[src/rtl/mdio_pkg.sv]
package mdio_pkg;

    localparam logic [5:0] TA_IDX   = 6'd46;
    localparam logic [5:0] DATA_IDX = 6'd48;
    localparam logic [5:0] LAST_IDX = 6'd63;

    localparam logic [1:0] START_BITS = 2'b01;
    localparam logic [1:0] OP_WRITE   = 2'b01;
    localparam logic [1:0] OP_READ    = 2'b10;
    localparam logic [1:0] TA_WRITE   = 2'b10;
    localparam logic [1:0] TA_READ    = 2'b11;

    typedef struct packed {
        logic        busy;
        logic        done;
        logic        rd;
        logic [5:0]  bidx;
        logic [63:0] sh;
        logic [15:0] rx;
        logic [15:0] rd_data;
        logic        no_resp;
    } frm_state_t;

endpackage

[src/rtl/mdio_clkdiv.sv]
module mdio_clkdiv #(
    parameter int DIV_W = 8
) (
    input  logic             clk,
    input  logic             rst_n,
    input  logic             run,
    input  logic [DIV_W-1:0] div,
    output logic             mdc,
    output logic             rise_stb,
    output logic             fall_stb
);

    typedef struct packed {
        logic [DIV_W-1:0] cnt;
        logic             mdc;
    } cd_state_t;

    cd_state_t cd_d, cd_q;

    always_comb begin
        cd_d     = cd_q;
        rise_stb = 1'b0;
        fall_stb = 1'b0;
        if (!run) begin
            cd_d.cnt = '0;
            cd_d.mdc = 1'b0;
        end else if (cd_q.cnt == div - 1'b1) begin
            cd_d.cnt = '0;
            cd_d.mdc = ~cd_q.mdc;
            rise_stb = ~cd_q.mdc;
            fall_stb = cd_q.mdc;
        end else begin
            cd_d.cnt = cd_q.cnt + 1'b1;
        end
    end

    always_ff @(posedge clk) begin
        if (!rst_n) cd_q <= '0;
        else        cd_q <= cd_d;
    end

    assign mdc = cd_q.mdc;

endmodule

[src/rtl/mdio_frame.sv]
module mdio_frame
    import mdio_pkg::*;
(
    input  logic        clk,
    input  logic        rst_n,
    input  logic        req_valid,
    input  logic        req_write,
    input  logic [4:0]  req_phy,
    input  logic [4:0]  req_reg,
    input  logic [15:0] req_wdata,
    input  logic        rise_stb,
    input  logic        fall_stb,
    input  logic        mdio_i,
    output logic        busy,
    output logic        done,
    output logic        mdio_o,
    output logic        mdio_oe,
    output logic [15:0] rd_data,
    output logic        no_resp
);

    frm_state_t st_d, st_q;

    always_comb begin
        st_d      = st_q;
        st_d.done = 1'b0;
        if (!st_q.busy) begin
            if (req_valid) begin
                st_d.busy = 1'b1;
                st_d.rd   = ~req_write;
                st_d.bidx = '0;
                st_d.rx   = '0;
                st_d.sh   = {32'hFFFF_FFFF, START_BITS,
                             (req_write ? OP_WRITE : OP_READ),
                             req_phy, req_reg,
                             (req_write ? TA_WRITE : TA_READ),
                             req_wdata};
            end
        end else begin
            if (rise_stb && st_q.rd && (st_q.bidx >= DATA_IDX)) begin
                st_d.rx = {st_q.rx[14:0], mdio_i};
            end
            if (fall_stb) begin
                if (st_q.bidx == LAST_IDX) begin
                    st_d.busy = 1'b0;
                    st_d.done = 1'b1;
                    if (st_q.rd) begin
                        st_d.rd_data = st_q.rx;
                        st_d.no_resp = (st_q.rx == 16'hFFFF);
                    end else begin
                        st_d.no_resp = 1'b0;
                    end
                end else begin
                    st_d.bidx = st_q.bidx + 1'b1;
                    st_d.sh   = {st_q.sh[62:0], 1'b1};
                end
            end
        end
    end

    always_ff @(posedge clk) begin
        if (!rst_n) st_q <= '0;
        else        st_q <= st_d;
    end

    assign busy    = st_q.busy;
    assign done    = st_q.done;
    assign mdio_o  = st_q.busy ? st_q.sh[63] : 1'b1;
    assign mdio_oe = st_q.busy & ~(st_q.rd & (st_q.bidx >= TA_IDX));
    assign rd_data = st_q.rd_data;
    assign no_resp = st_q.no_resp;

endmodule

[src/rtl/mdio_master.sv]
module mdio_master #(
    parameter int SYS_CLK_HZ = 16_000_000,
    parameter int MDC_MAX_HZ = 2_500_000,
    parameter int DIV_W      = 8
) (
    input  logic             clk,
    input  logic             rst_n,
    input  logic             cfg_div_wr,
    input  logic [DIV_W-1:0] cfg_div,
    input  logic             req_valid,
    input  logic             req_write,
    input  logic [4:0]       req_phy,
    input  logic [4:0]       req_reg,
    input  logic [15:0]      req_wdata,
    output logic             busy,
    output logic             done,
    output logic [15:0]      rd_data,
    output logic             no_resp,
    output logic             mdc,
    output logic             mdio_o,
    output logic             mdio_oe,
    input  logic             mdio_i
);

    localparam int               MIN_DIV_I = (SYS_CLK_HZ + 2 * MDC_MAX_HZ - 1) / (2 * MDC_MAX_HZ);
    localparam logic [DIV_W-1:0] MIN_DIV   = DIV_W'(MIN_DIV_I);

    logic [DIV_W-1:0] div_d, div_q;
    logic             rise_stb, fall_stb;

    always_comb begin
        div_d = div_q;
        if (cfg_div_wr && !busy) begin
            div_d = (cfg_div < MIN_DIV) ? MIN_DIV : cfg_div;
        end
    end

    always_ff @(posedge clk) begin
        if (!rst_n) div_q <= MIN_DIV;
        else        div_q <= div_d;
    end

    mdio_clkdiv #(.DIV_W(DIV_W)) u_clkdiv (
        .clk      (clk),
        .rst_n    (rst_n),
        .run      (busy),
        .div      (div_q),
        .mdc      (mdc),
        .rise_stb (rise_stb),
        .fall_stb (fall_stb)
    );

    mdio_frame u_frame (
        .clk       (clk),
        .rst_n     (rst_n),
        .req_valid (req_valid),
        .req_write (req_write),
        .req_phy   (req_phy),
        .req_reg   (req_reg),
        .req_wdata (req_wdata),
        .rise_stb  (rise_stb),
        .fall_stb  (fall_stb),
        .mdio_i    (mdio_i),
        .busy      (busy),
        .done      (done),
        .mdio_o    (mdio_o),
        .mdio_oe   (mdio_oe),
        .rd_data   (rd_data),
        .no_resp   (no_resp)
    );

endmodule

[config.mk]
export PLATFORM = sky130hd
export DESIGN_NAME = mdio_master
export DESIGN_NICKNAME = d
export VERILOG_FILES = /design/src/rtl/mdio_pkg.sv /design/src/rtl/mdio_clkdiv.sv /design/src/rtl/mdio_frame.sv /design/src/rtl/mdio_master.sv
export SDC_FILE = /design/constraint.sdc
export NUM_CORES = 1
export LEC_CHECK = 0
export BUFFER_PORTS_ARGS = -buffer_cell sky130_fd_sc_hd__buf_2
export CORE_ASPECT_RATIO = 1.2
export CORE_MARGIN = 8
export CORE_UTILIZATION = 62
export CTS_CLUSTER_DIAMETER = 60
export CTS_CLUSTER_SIZE = 20
export DETAILED_ROUTE_END_ITERATION = 6
export GPL_TIMING_DRIVEN = 0
export PLACE_DENSITY_LB_ADDON = 0.25
export SETUP_SLACK_MARGIN = 0.1
export SLEW_MARGIN = 20
export SYNTH_ARGS = -nofsm -noshare
export SYNTH_HDL_FRONTEND = slang
export SYNTH_SLANG_ARGS = --single-unit
[constraint.sdc]
create_clock -name clk -period 4.5 [get_ports clk]
set_clock_uncertainty 0.1 [all_clocks]
set_input_delay 1.125 -clock clk [delete_from_list [all_inputs] [get_ports clk]]
set_output_delay 1.125 -clock clk [all_outputs]
set_load 0.02 [all_outputs]
; Word-level counts from Yosys, hierarchy flattened
; Cells that the tools add are included.
[word_totals]
regBits = 123
out_inout_bits = 22
word_cells = 61
[classes]
n_addsub = 3
order_cmp = 3
eq_ne = 6
n_mux = 18
n_bitwise = 7
reduce_logical = 13
[op_table]
columns = operator, count
row1 = 86-bit two-way mux, 2
row2 = 70-bit two-way mux, 2
row3 = "16-bit equality test, second input constant", 1
row4 = 16-bit two-way mux, 1
row5 = "6-bit >= comparator, second input constant", 2
row6 = 1-bit two-way mux, 9
row7 = 3-bit AND reduction, 3
row8 = "8-bit by 1-bit adder with 8-bit output, second input constant", 1
row9 = 8-bit equality test, 1
row10 = "8-bit by 3-bit less-than comparator with 1-bit output, second input constant", 1
row11 = 8-bit two-way mux, 1
row12 = "8-bit by 1-bit subtractor with 8-bit output, second input constant", 1
row13 = "6-bit by 1-bit adder with 6-bit output, second input constant", 1
row14 = "6-bit equality test, second input constant", 1
row15 = 2-bit two-way mux, 3
row16 = "2-bit inequality test, second input constant", 3
row17 = 2-bit AND reduction, 3
row18 = 1-bit inverter, 5
row19 = 4-bit AND reduction, 1
row20 = 1-bit logical AND, 3
row21 = 3-bit OR reduction, 1
row22 = 1-bit AND, 2
row23 = 2-bit nonzero test, 1
row24 = 1-bit logical NOT, 1

; Depth between registers and ports, before layout
; Gate-level depths: netlist (run 1).
[depth]
word_depth = 8
mapped_depth = 10
mapped_depth_nobuf = 8

; Modules after synthesis
; Synthesis (run 1) repeated with hierarchy kept, for this count alone.
[unflattened]
cells_unflattened = 614
hier_area_um2 = 5258.8
[modules_own_cells]
columns = module, n_inst, cells_each, area_per_inst_um2
row1 = mdio_frame, 1, 498, 4322.9
row2 = mdio_clkdiv, 1, 78, 624.3
row3 = mdio_master, 1, 38, 311.5

; Worst setup path after synthesis (run 1)
; Ideal clock, no wire load.
[synth_path]
kind = register to register
startpoint = reg div_q[0]
endpoint = reg u_frame.st_q[101] in the netlist's numbering
setup_time_ns = 0.121
arrival_ns = 2.448
t_required_ns = 4.279
path_slack_ns = 1.831
stages_incl_launch_ff = 10
n_path_buf = 1
cell_sequence = dfxtp_1 > inv_1 > ha_1 > or3b_1 > nor4_1 > o2111ai_2 > a211o_2 > buf_2 > nor3_1 > mux2_2
[synth_between]
elab_chain_len = 6
[synth_lines]
columns = item, line
row1 = start: declaration, mdio_master.sv:28  ; logic [DIV_W-1:0] div_d, div_q;
row2 = start signal: assignment, mdio_master.sv:40  ; else div_q <= div_d;
row3 = 8-bit by 1-bit subtractor with 8-bit output, mdio_clkdiv.sv:27  ; end else if (cd_q.cnt == div - 1'b1) begin
row4 = 8-bit equality test, mdio_clkdiv.sv:27
row5 = 1-bit two-way mux, mdio_clkdiv.sv:27
row6 = 1-bit two-way mux, mdio_clkdiv.sv:24  ; if (!run) begin
row7 = 2-bit inequality test (no line), --
row8 = 3-bit AND reduction (no line), --
row9 = end signal: assignment, mdio_frame.sv:63  ; else st_q <= st_d;
row10 = end: declaration, mdio_frame.sv:22  ; frm_state_t st_d, st_q;
; Every way passes these cells.
; A chain may end at the register's enable or synchronous reset.

; Final worst setup path (run 1)
[layout_path]
startpoint = reg u_frame.st_q, in the netlist u_frame.busy
endpoint = out mdio_o
[layout_between]
elab_chain_len = 1
[layout_lines]
columns = item, line
row1 = 1-bit two-way mux, mdio_frame.sv:68  ; assign mdio_o = st_q.busy ? st_q.sh[63] : 1'b1;
row2 = end: declaration, mdio_master.sv:20  ; output logic mdio_o,
; Every way passes these cells.

==> impl_results.md, run 1 <==
- Worst setup margin: 1.275 ns
- R2R cell count: 10
- Clk sinks: 123
- Area contributors post-synth: dfxtp_1 (40%), nand2_1 (5.8%), mux2_2 (4.8%)
- Hold slack: 0.3495 ns
- Vias: 5296
- Post-synth EDFFs: 0
- Final Wtd Congestion: 0.9163
- First-pass GRT wire length: 24550 um
- Number of synthesized register bits: 123
- Nets: 810
- Synth top cells by count: dfxtp_1 (123), nand2_1 (94), nor2_1 (54), a21oi_1 (46), nor3_1 (37)
- Top-count cell post-synth: dfxtp_1
- Die height: 124.5 um
- Max VDD drop: 0.3012 mV
- Die Width: 106.4 um
- CTS Buffer Depth: 2
- RSZ-0062 raised after global routing: false
- Global Route Usage Sum: 0.2237
- R2R setup slack: 1.38 ns
- Met1 usage: 0.2513
- Residual DRC: 0
- Cell count after synthesis: 687
- CP required: 3.27 ns
- Cell variety after synth: 56
- FMAX: 310.0 MHz
- Vias in the first global route: 5335
- # hold bufs at CTS: 0
- Worst Path Max Fanout: 10
- GRT overflow: 0
- CTS tree: built
- CP delay by family, top: buffers and inverters
- Vias per inst: 5.871
- CTS root buffer: clkbuf_16
- Layer with the highest usage: met2
- Async SR Flop Fraction: 0
- Hold Crit Class: register to register
- IO Count: 62
- Initial antenna violation count: 0
- Share of the synthesized area in the top cell type: 0.4049
- WL/cell: 16.51 um
- Num CTS Buffers: 17
- Syn avg cell area: 8.851 um^2
- Synthesis-to-finish area growth: 17.37%
- I/O Buffers: 60
- Initial detailed-routing violation count: 316
- Final WL: 14890 um
- Post-cts sizing count: 0
- Final Cycle Share: 0.7167
- Min Tclk post-route: 3.225 ns
- M2 GR Usage: 0.3916
- Antenna-violating nets left: 0
- Row cnt: 39
- Post-place setup slack: 1.470 ns
- Starting Density: 0.6391
- Met3 usage: 0.05383
- Crit path max-delay cell type: clkbuf_1
- Outcome: completed
- Cell mode on critical path: clkbuf_1
- Pwr dens: 393.2 mW/mm^2
- Post-route setup TNS: 0 ns
- # fillers: 689
- Final Hold Fails: 0
- Sequential-to-total area share from yosys stat: 0.4049
- Slew headroom: 0.5379
- Dominant synthesized flop cell: dfxtp_1
- CTS H-tree depth: 4
- Synth warn: 0
- Core ar.: 0.009515 mm^2
- Nature of the critical path endpoint: primary output
- CP cell instances: clkbuf_1 -> clkbuf_1 -> nand2b_1 -> buf_2
- Crit path DAT: 2.00 ns
- Mapped Area: 0.006081 mm^2
- Leak: 2.909 nW
- Pre-antenna DRT Iters: 5
- Crit-path max cell delay: 0.48 ns
- Cell taking the most area after synthesis: dfxtp_1
- Max-cap violations: 0
- Worst hold stages: 2
- Layout cells sized above 1: 0.2429
- Startpoint Class: register
- Type of the worst setup path: register to primary output
- Setup violators final: 0
- Full die area: 0.01325 mm^2
- Syn Nets: 731
- Instance count on the critical path: 4
- Worst Path Buf+Inv: 3
- Setup Buffers After CTS: 0
- Least-Margin Pin Slew: 0.6931 ns
- Largest net degree at the start of global routing: 17
- Clk pin slew, worst setup/hold paths: 0.05 ns
- Clk_lat worst skew: 0.41 ns
- Detailed placement HPWL: 10350 um
- Final Max Tran Viols: 0
[worst paths after layout]
path	start	endpoint
worst max register to register	div_q[0]	u_clkdiv.cd_q[4]
worst min register to register	u_frame.st_q[33]	u_frame.st_q[33]
worst min-delay path	u_frame.st_q[33]	u_frame.st_q[33]
worst max-delay path	u_frame.busy	mdio_o
[cells by family after synthesis]
group	synth area share
AOI/OAI and AO/OA	0.1726
xor gates and xnor gates	0.02161
adders and majority gates	0.008231
buffers and inverters	0.09074
DFF	0.4049
muxes	0.09588
and+or+nand+nor	0.2060
[report_power, final]
part	switching (W)	internal (W)	leakage, nW	total (W)
Combinational	0.000135	0.000106	1.61	0.000241
Clock	0.000466	0.000932	0.297	0.00140
Sequential	0.0000296	0.00114	1.01	0.00117
Total	0.000630	0.00218	2.91	0.00281
[area by class of cell]
class / count / area (um^2) / share of cell area
antenna: 1 / 2.502 / 0.0003506
clock buffer: 22 / 454.2 / 0.06364
tap: 123 / 153.9 / 0.02156
timing repair buffer: 60 / 300.3 / 0.04208
buffer: 74 / 506.7 / 0.07100
clock inverter: 9 / 145.1 / 0.02034
inverter: 12 / 45.04 / 0.006311
sequential: 123 / 2462 / 0.3450
multi-input combinational: 478 / 3067 / 0.4297
[layer usage]
metal	vias to the layer above	wire, um
met4	0	352
li1	2564	-
met5	-	0
met3	35	759
met2	166	7613
met1	2531	6164
[registers in the layout, summed over array words and instances (netlist names)]
name and flops:
u_frame.done 1, u_frame.st_q 87, u_frame.rd_data 16, div_q 8, u_clkdiv.mdc 1, u_frame.no_resp 1
u_clkdiv.cd_q 8, u_frame.busy 1
[worst reg2reg max path: cells and delay by family (launching register included)]
| family | cells | cell delay (ns) |
|---|---|---|
| flops | 1 | 0.36 |
| simple gates | 3 | 0.97 |
| fa+ha+maj | 1 | 0.23 |
| compound gates | 3 | 0.79 |
| buf+inv | 3 | 0.60 |
[stage by stage]
stage	total power [W]	area [um^2]	util	cells
floorplan	0.001361	6081	-	687
global route	0.002884	7134	0.7498	901
CTS	0.002810	7134	0.7498	901
detailed placement	0.001428	6535	0.6868	870
finish	0.002807	7137	0.7500	902
global placement	0.001414	6535	0.6868	870
[placed cells by master, fill, tap and decap left out, drive strengths merged, types with 22 or more instances in the layout]
cell,count
nand2,95
buf,93
a21oi,47
mux2,26
mux2i,29
nor2,55
nand4,22
nor3,37
clkbuf,63
dfxtp,123
a211oi,33
Note: power is estimated with default switching activity, not from simulation.
==> inputs of run 2 (changes only) <==
--- a/config.mk
+++ b/config.mk
@@ -8,7 +8,7 @@
 export BUFFER_PORTS_ARGS = -buffer_cell sky130_fd_sc_hd__buf_2
 export CORE_ASPECT_RATIO = 1.2
 export CORE_MARGIN = 8
-export CORE_UTILIZATION = 62
+export CORE_UTILIZATION = 59
 export CTS_CLUSTER_DIAMETER = 60
 export CTS_CLUSTER_SIZE = 20
 export DETAILED_ROUTE_END_ITERATION = 6
==> constraint.sdc (replaced) <==
create_clock -name clk -period 3.2 [get_ports clk]
set_clock_uncertainty 0.1 [all_clocks]
set_input_delay 0.8 -clock clk [delete_from_list [all_inputs] [get_ports clk]]
set_output_delay 0.8 -clock clk [all_outputs]
set_load 0.02 [all_outputs]
==> impl_results.md, run 2 (same netlist as run 1, synthesis figures left out) <==
- Vias per inst: 5.799 (was 5.871)
- Crit path to: u_frame.st_q[94] (was mdio_o)
- RR Startpoint: div_q[0] (unchanged)
- Global Route Usage Sum: 0.2125 (was 0.2237)
- R2R cell count: 10 (unchanged)
- Nature of the critical path endpoint: register (was primary output)
- Die Width: 108.7 um (was 106.4 um)
- CTS root buffer: clkbuf_16 (unchanged)
- Final Max Tran Viols: 0 (unchanged)
- GRT overflow: 0 (unchanged)
- Final WL: 14460 um (was 14890 um)
- I/O Buffers: 60 (unchanged)
- Vias in the first global route: 5153 (was 5335)
- Row cnt: 40 (was 39)
- Nets: 813 (was 810)
- Crit-path max cell delay: 0.42 ns (was 0.48 ns)
- Residual DRC: 0 (unchanged)
- Max reg flops: 87 (unchanged)
- Hold Crit Class: register to register (unchanged)
- Final Hold Fails: 0 (unchanged)
- # hold bufs at CTS: 0 (unchanged)
- Type of the worst setup path: register to register (was register to primary output)
- Synthesis-to-finish area growth: 18.13% (was 17.37%)
- Crit path max-delay cell type: or3b_1 (was clkbuf_1)
- Starting Density: 0.6075 (was 0.6391)
- Initial antenna violation count: 0 (unchanged)
- Num CTS Buffers: 17 (unchanged)
- Final Cycle Share: 0.9296
- Clk pin slew, worst setup/hold paths: 0.05 ns (about the same)
- Clock power frac: 0.490 (was 0.498)
- CTS H-tree depth: 4 (unchanged)
- Reg power frac: 0.421 (was 0.416)
- Switching share of total power: 0.2278 (was 0.2245)
- Outcome: completed (unchanged)
- Antenna Cells: 0 (was 1)
- Detailed placement HPWL: 10050 um (was 10350 um)
- First-pass GRT wire length: 23780 um (was 24550 um)
- RSZ-0062 raised after global routing: false (unchanged)
- Clk sinks: 123 (unchanged)
- Full die area: 0.01382 mm^2 (was 0.01325 mm^2)
- Internal power: 0.003008 W (was 0.002177 W)
- CP required: 3.41 ns (was 3.27 ns)
- Most frequent cells in the layout: dfxtp_1 (123), nand2_1 (94), buf_2 (64), nor2_1 (54), a21oi_1 (46) (unchanged)
- Util after Layout: 0.7176 (was 0.7500)
- IO Count: 62 (unchanged)
- Final Wtd Congestion: 0.8639 (was 0.9163)
- Die height: 127.2 um (was 124.5 um)
- Setup violators final: 0 (unchanged)
- CTS Buffer Depth: 2 (unchanged)
- Top reg by flops: u_frame.st_q (unchanged)
- Pwr Total: 0.003895 W (was 0.002807 W)
- Max VDD drop: 0.3326 mV (was 0.3012 mV)
- CP cell instances: inv_1 -> ha_1 -> or3b_1 -> o31a_1 -> o2111ai_4 -> a211o_2 -> buf_2 -> buf_2 -> nor3_1 -> a311oi_1 (was clkbuf_1 -> clkbuf_1 -> nand2b_1 -> buf_2)
- Leak: 2.922 nW (was 2.909 nW)
- Layout cells sized above 1: 0.2497 (was 0.2429)
- Initial detailed-routing violation count: 312 (was 316)
- Pwr dens: 542.2 mW/mm^2 (was 393.2 mW/mm^2)
- Min Tclk post-route: 2.975 ns
- Most common cell after layout, fill and taps aside: dfxtp_1 (unchanged)
- Worst hold stages: 2 (unchanged)
- Net switching power: 0.0008871 W (was 0.0006300 W)
- # fillers: 783 (was 689)
- Antenna-violating nets left: 0 (unchanged)
- Crit path DAT: 3.19 ns (was 2.00 ns)
- Worst Path Max Fanout: 10 (unchanged)
- Pre-antenna DRT Iters: 6 (was 5)
- Slew headroom: 0.5911 (was 0.5379)
- Core ar.: 0.01001 mm^2 (was 0.009515 mm^2)
- CP startpoint: div_q[0] (was u_frame.busy)
- WL/cell: 15.94 um (was 16.51 um)
- Least-Margin Pin Slew: 0.6133 ns (was 0.6931 ns)
- Vias: 5260 (was 5296)
- Startpoint Class: register (unchanged)
- Power share of the combinational group: 0.089 (was 0.086)
- Clk_lat worst skew: 0.41 ns (about the same)
- Reg-to-reg endpoint: u_frame.st_q[94] (was u_clkdiv.cd_q[4])
- Post-route setup TNS: 0 ns (unchanged)
- CTS tree: built (unchanged)
- Max-cap violations: 0 (unchanged)
- R2R setup slack: 0.23 ns (was 1.38 ns)
- FMAX: 336.2 MHz
- Largest net degree at the start of global routing: 17 (unchanged)
- Cell mode on critical path: buf_2 (was clkbuf_1)
==> run 2: routing by layer <==
metal,global-route usage,routed length [um]
met2,0.3622,7377
met5,0,0
met1,0.2432,6067
met3,0.06036,728
met4,0.08313,283
==> run 2: stage by stage <==
step	worst slack (ns)	std cells	area, um^2	hold WS (ns)
3_5_place_dp	0.1760	873	6539	0.3447
4_1_cts	0.1703	904	7124	0.3535
5_1_grt	0.06678	907	7183	0.3733
3_3_place_gp	0.3121	873	6539	0.3302
6_report	0.2254	907	7183	0.3556
2_1_floorplan	0.5309	687	6081	0.3206
==> run 2: repair_timing <==
action / in CTS / in global routing
setup buffers: 0 / 3
endpoints found under the setup margin: 0 / 88
gates resized for setup: 0 / 5
==> run 2: power by group through the flow <==
stage,sequential (W),clock (W),combinational (W)
final,0.00164,0.00191,0.000346
after global routing,0.00165,0.00200,0.000377
after CTS,0.00164,0.00193,0.000339
after detailed placement,0.00167,0,0.000335
after global placement,0.00167,0,0.000322
after floorplan,0.00166,0,0.000253
==> run 2: critical path, delay by kind of cell, from the launching register on <==
kind	cells	cell delay, ns
AOI/OAI and AO/OA	4	1.03
adders and majority gates	1	0.23
buffers and inverters	3	0.64
DFF	1	0.36
and+or+nand+nor	2	0.52
==> run 2: area by class of cell <==
cell class,instances,area (um^2),share of cell area
Buffer,74,508.0,0.07072
Clock buffer,23,467.9,0.06515
Clock inverter,8,117.6,0.01637
Inverter,12,45.04,0.006271
Multi-Input combinational cell,478,3089,0.4301
Sequential cell,123,2462,0.3428
Tap cell,126,157.7,0.02195
Timing Repair Buffer,63,335.3,0.04668
==> run 2: worst min-delay path by stage <==
stage | to | startpoint
2_1_floorplan | u_frame.st_q[33] | u_frame.st_q[33]
3_3_place_gp | u_frame.st_q[33] | u_frame.st_q[33]
3_5_place_dp | u_frame.st_q[33] | u_frame.st_q[33]
4_1_cts | u_frame.st_q[33] | u_frame.st_q[33]
5_1_grt | u_frame.st_q[33] | u_frame.st_q[33]
6_report | u_frame.st_q[45] | u_frame.st_q[45]
==> inputs of run 3 (changes only) <==
--- a/config.mk
+++ b/config.mk
@@ -6,9 +6,11 @@
 export NUM_CORES = 1
 export LEC_CHECK = 0
 export BUFFER_PORTS_ARGS = -buffer_cell sky130_fd_sc_hd__buf_2
+export CELL_PAD_IN_SITES_DETAIL_PLACEMENT = 1
+export CELL_PAD_IN_SITES_GLOBAL_PLACEMENT = 2
 export CORE_ASPECT_RATIO = 1.2
 export CORE_MARGIN = 8
-export CORE_UTILIZATION = 59
+export CORE_UTILIZATION = 36
 export CTS_CLUSTER_DIAMETER = 60
 export CTS_CLUSTER_SIZE = 20
 export DETAILED_ROUTE_END_ITERATION = 6
==> impl_results.md, run 3 (same netlist as run 1, synthesis figures left out) <==
- Largest net degree at the start of global routing: 17 (unchanged)
- Residual DRC: 0 (unchanged)
- RSZ-0062 raised after global routing: false (unchanged)
- Worst Path Max Fanout: 10 (unchanged)
- Core ar.: 0.01672 mm^2 (was 0.01001 mm^2)
- I/O Buffers: 60 (unchanged)
- CTS H-tree depth: 4 (unchanged)
- Vias: 5184 (was 5260)
- Initial detailed-routing violation count: 210 (was 312)
- CTS tree: built (unchanged)
- Clk pin slew, worst setup/hold paths: 0.05 ns (about the same)
- Post-place instance area: 0.006651 mm^2 (was 0.006539 mm^2)
- Clk sinks: 123 (unchanged)
- Vias per inst: 5.210 (was 5.799)
- CP required: 3.46 ns (was 3.41 ns)
- Slew headroom: 0.5410 (was 0.5911)
- Leak: 2.904 nW (was 2.922 nW)
- CTS root buffer: clkbuf_16 (unchanged)
- Nets: 811 (was 813)
- Row cnt: 52 (was 40)
- Final Hold Fails: 0 (unchanged)
- Pwr dens: 525.4 mW/mm^2 (was 542.2 mW/mm^2)
- Outcome: completed (unchanged)
- FMAX: 340.4 MHz (was 336.2 MHz)
- Vias in the first global route: 5437 (was 5153)
- CTS Buffer Depth: 2 (unchanged)
- Top reg by flops: u_frame.st_q (unchanged)
- Type of the worst setup path: register to register (unchanged)
- Detailed placement HPWL: 12400 um (was 10050 um)
- Max VDD drop: 0.3132 mV (was 0.3326 mV)
- Max-cap violations: 0 (unchanged)
- Least-Margin Pin Slew: 0.6885 ns (was 0.6133 ns)
- Final Cycle Share: 0.9179 (was 0.9296)
- Synthesis-to-finish area growth: 19.51% (was 18.13%)
- Post-route cell area: 0.007267 mm^2 (was 0.007183 mm^2)
- Final Wtd Congestion: 0.7636 (was 0.8639)
- Antenna Cells: 0 (unchanged)
- Antenna-violating nets left: 0 (unchanged)
- Crit path to: u_frame.st_q[100] (was u_frame.st_q[94])
- Initial antenna violation count: 0 (unchanged)
- Layout cells sized above 1: 0.2503 (was 0.2497)
- Pre-antenna DRT Iters: 5 (was 6)
- Crit path DAT: 3.19 ns (about the same)
- Clk_lat worst skew: 0.42 ns (was 0.41 ns)
- Most frequent cells in the layout: dfxtp_1 (123), nand2_1 (94), buf_2 (62), nor2_1 (54), a21oi_1 (46) (was dfxtp_1 (123), nand2_1 (94), buf_2 (64), nor2_1 (54), a21oi_1 (46))
- Num CTS Buffers: 17 (unchanged)
- Final Max Tran Viols: 0 (unchanged)
- Post-route setup TNS: 0 ns (unchanged)
- Max reg flops: 87 (unchanged)
- # fillers: 1948 (was 783)
- Starting Density: 0.3637 (was 0.6075)
- Global Route Usage Sum: 0.1617 (was 0.2125)
- WL/cell: 17.02 um (was 15.94 um)
- Setup violators final: 0 (unchanged)
- Die Width: 134.6 um (was 108.7 um)
- Startpoint Class: register (unchanged)
- Full die area: 0.02132 mm^2 (was 0.01382 mm^2)
- First-pass GRT wire length: 27430 um (was 23780 um)
- Reg-to-reg endpoint: u_frame.st_q[100] (was u_frame.st_q[94])
- Final WL: 16940 um (was 14460 um)
- Most common cell after layout, fill and taps aside: dfxtp_1 (unchanged)
- Nature of the critical path endpoint: register (unchanged)
- # hold bufs at CTS: 0 (unchanged)
- Die height: 158.4 um (was 127.2 um)
- R2R setup slack: 0.26 ns (was 0.23 ns)
- R2R cell count: 9 (was 10)
- Hold Crit Class: register to register (unchanged)
- Min Tclk post-route: 2.937 ns (was 2.975 ns)
- RR Startpoint: div_q[0] (unchanged)
- GRT overflow: 0 (unchanged)
- CP startpoint: div_q[0] (unchanged)
- IO Count: 62 (unchanged)
==> run 3: changes by cell type in the layout (fill, tap and decap cells not counted), sizes merged <==
cell / previous run / this run
bufinv: 3 / 1
buf: 96 / 92
clkbuf: 64 / 67
clkinvlp: 1 / 2
==> run 3: power by group <==
| part | internal, W | switching, W | leakage [nW] |
|---|---|---|---|
| Clock | 0.00114 | 0.000686 | 0.272 |
| Sequential | 0.00160 | 0.0000407 | 1.01 |
| Combinational | 0.000152 | 0.000199 | 1.63 |
| Total | 0.00289 | 0.000927 | 2.90 |
==> run 3: routing by layer <==
metal / vias up / global-route usage / part of all wire
li1: 2564 / - / -
met1: 2543 / 0.1914 / 0.45
met2: 61 / 0.2838 / 0.51
met3: 16 / 0.03630 / 0.026
met4: 0 / 0.04981 / 0.011
met5: - / 0 / 0
==> run 3: critical path, cell delays in order (launching register included) <==
cell       delay [ns]
dfxtp_1          0.36
inv_1            0.08
ha_1             0.22
or3b_1           0.45
nor4_4           0.24
o2111ai_4        0.19
a211o_2          0.35
clkbuf_4         0.21
nor2_1           0.45
a31o_2           0.23
==> run 3: cell type report <==
cell class	instances	area (um^2)	area share
Clock inverter	7	65.06	0.008953
Inverter	12	45.04	0.006198
Timing Repair Buffer	61	320.3	0.04408
Multi-Input combinational cell	478	3098	0.4263
Sequential cell	123	2462	0.3388
Clock buffer	24	491.7	0.06767
Tap cell	216	270.3	0.03719
Buffer	74	514.2	0.07076
==> run 3: per-stage QoR <==
stage / setup slack [ns] / hold slack, ns / std cells / utilization / power, W
6_report: 0.2626 / 0.3585 / 995 / 0.4346 / 0.003818
5_1_grt: 0.08933 / 0.3826 / 995 / 0.4346 / 0.003966
4_1_cts: 0.1040 / 0.3602 / 994 / 0.4314 / 0.003855
3_5_place_dp: 0.01762 / 0.3541 / 963 / 0.3978 / 0.002022
3_3_place_gp: 0.1231 / 0.3314 / 963 / 0.3978 / 0.002005
2_1_floorplan: 0.5309 / 0.3206 / 687 / - / 0.001914
==> run 3: worst min-delay path by stage <==
| stage | depth (start not counted) | slack, ns | end | start |
|---|---|---|---|---|
| floorplan | 2 | 0.32 | u_frame.st_q[33] | u_frame.st_q[33] |
| finish | 2 | 0.36 | u_frame.st_q[45] | u_frame.st_q[45] |
| detailed placement | 2 | 0.35 | u_frame.st_q[57] | u_frame.st_q[57] |
| CTS | 2 | 0.36 | u_frame.st_q[57] | u_frame.st_q[57] |
| global route | 2 | 0.38 | u_frame.st_q[60] | u_frame.st_q[60] |
| global placement | 2 | 0.33 | u_frame.st_q[33] | u_frame.st_q[33] |
==> run 3: timing repair <==
action | 4_1_cts | 5_1_grt
endpoints found under the setup margin | 8 | 108
buffers inserted | 0 | 1
resized for setup | 1 | 9
pin swaps | 0 | 2
gates cloned | 0 | 0
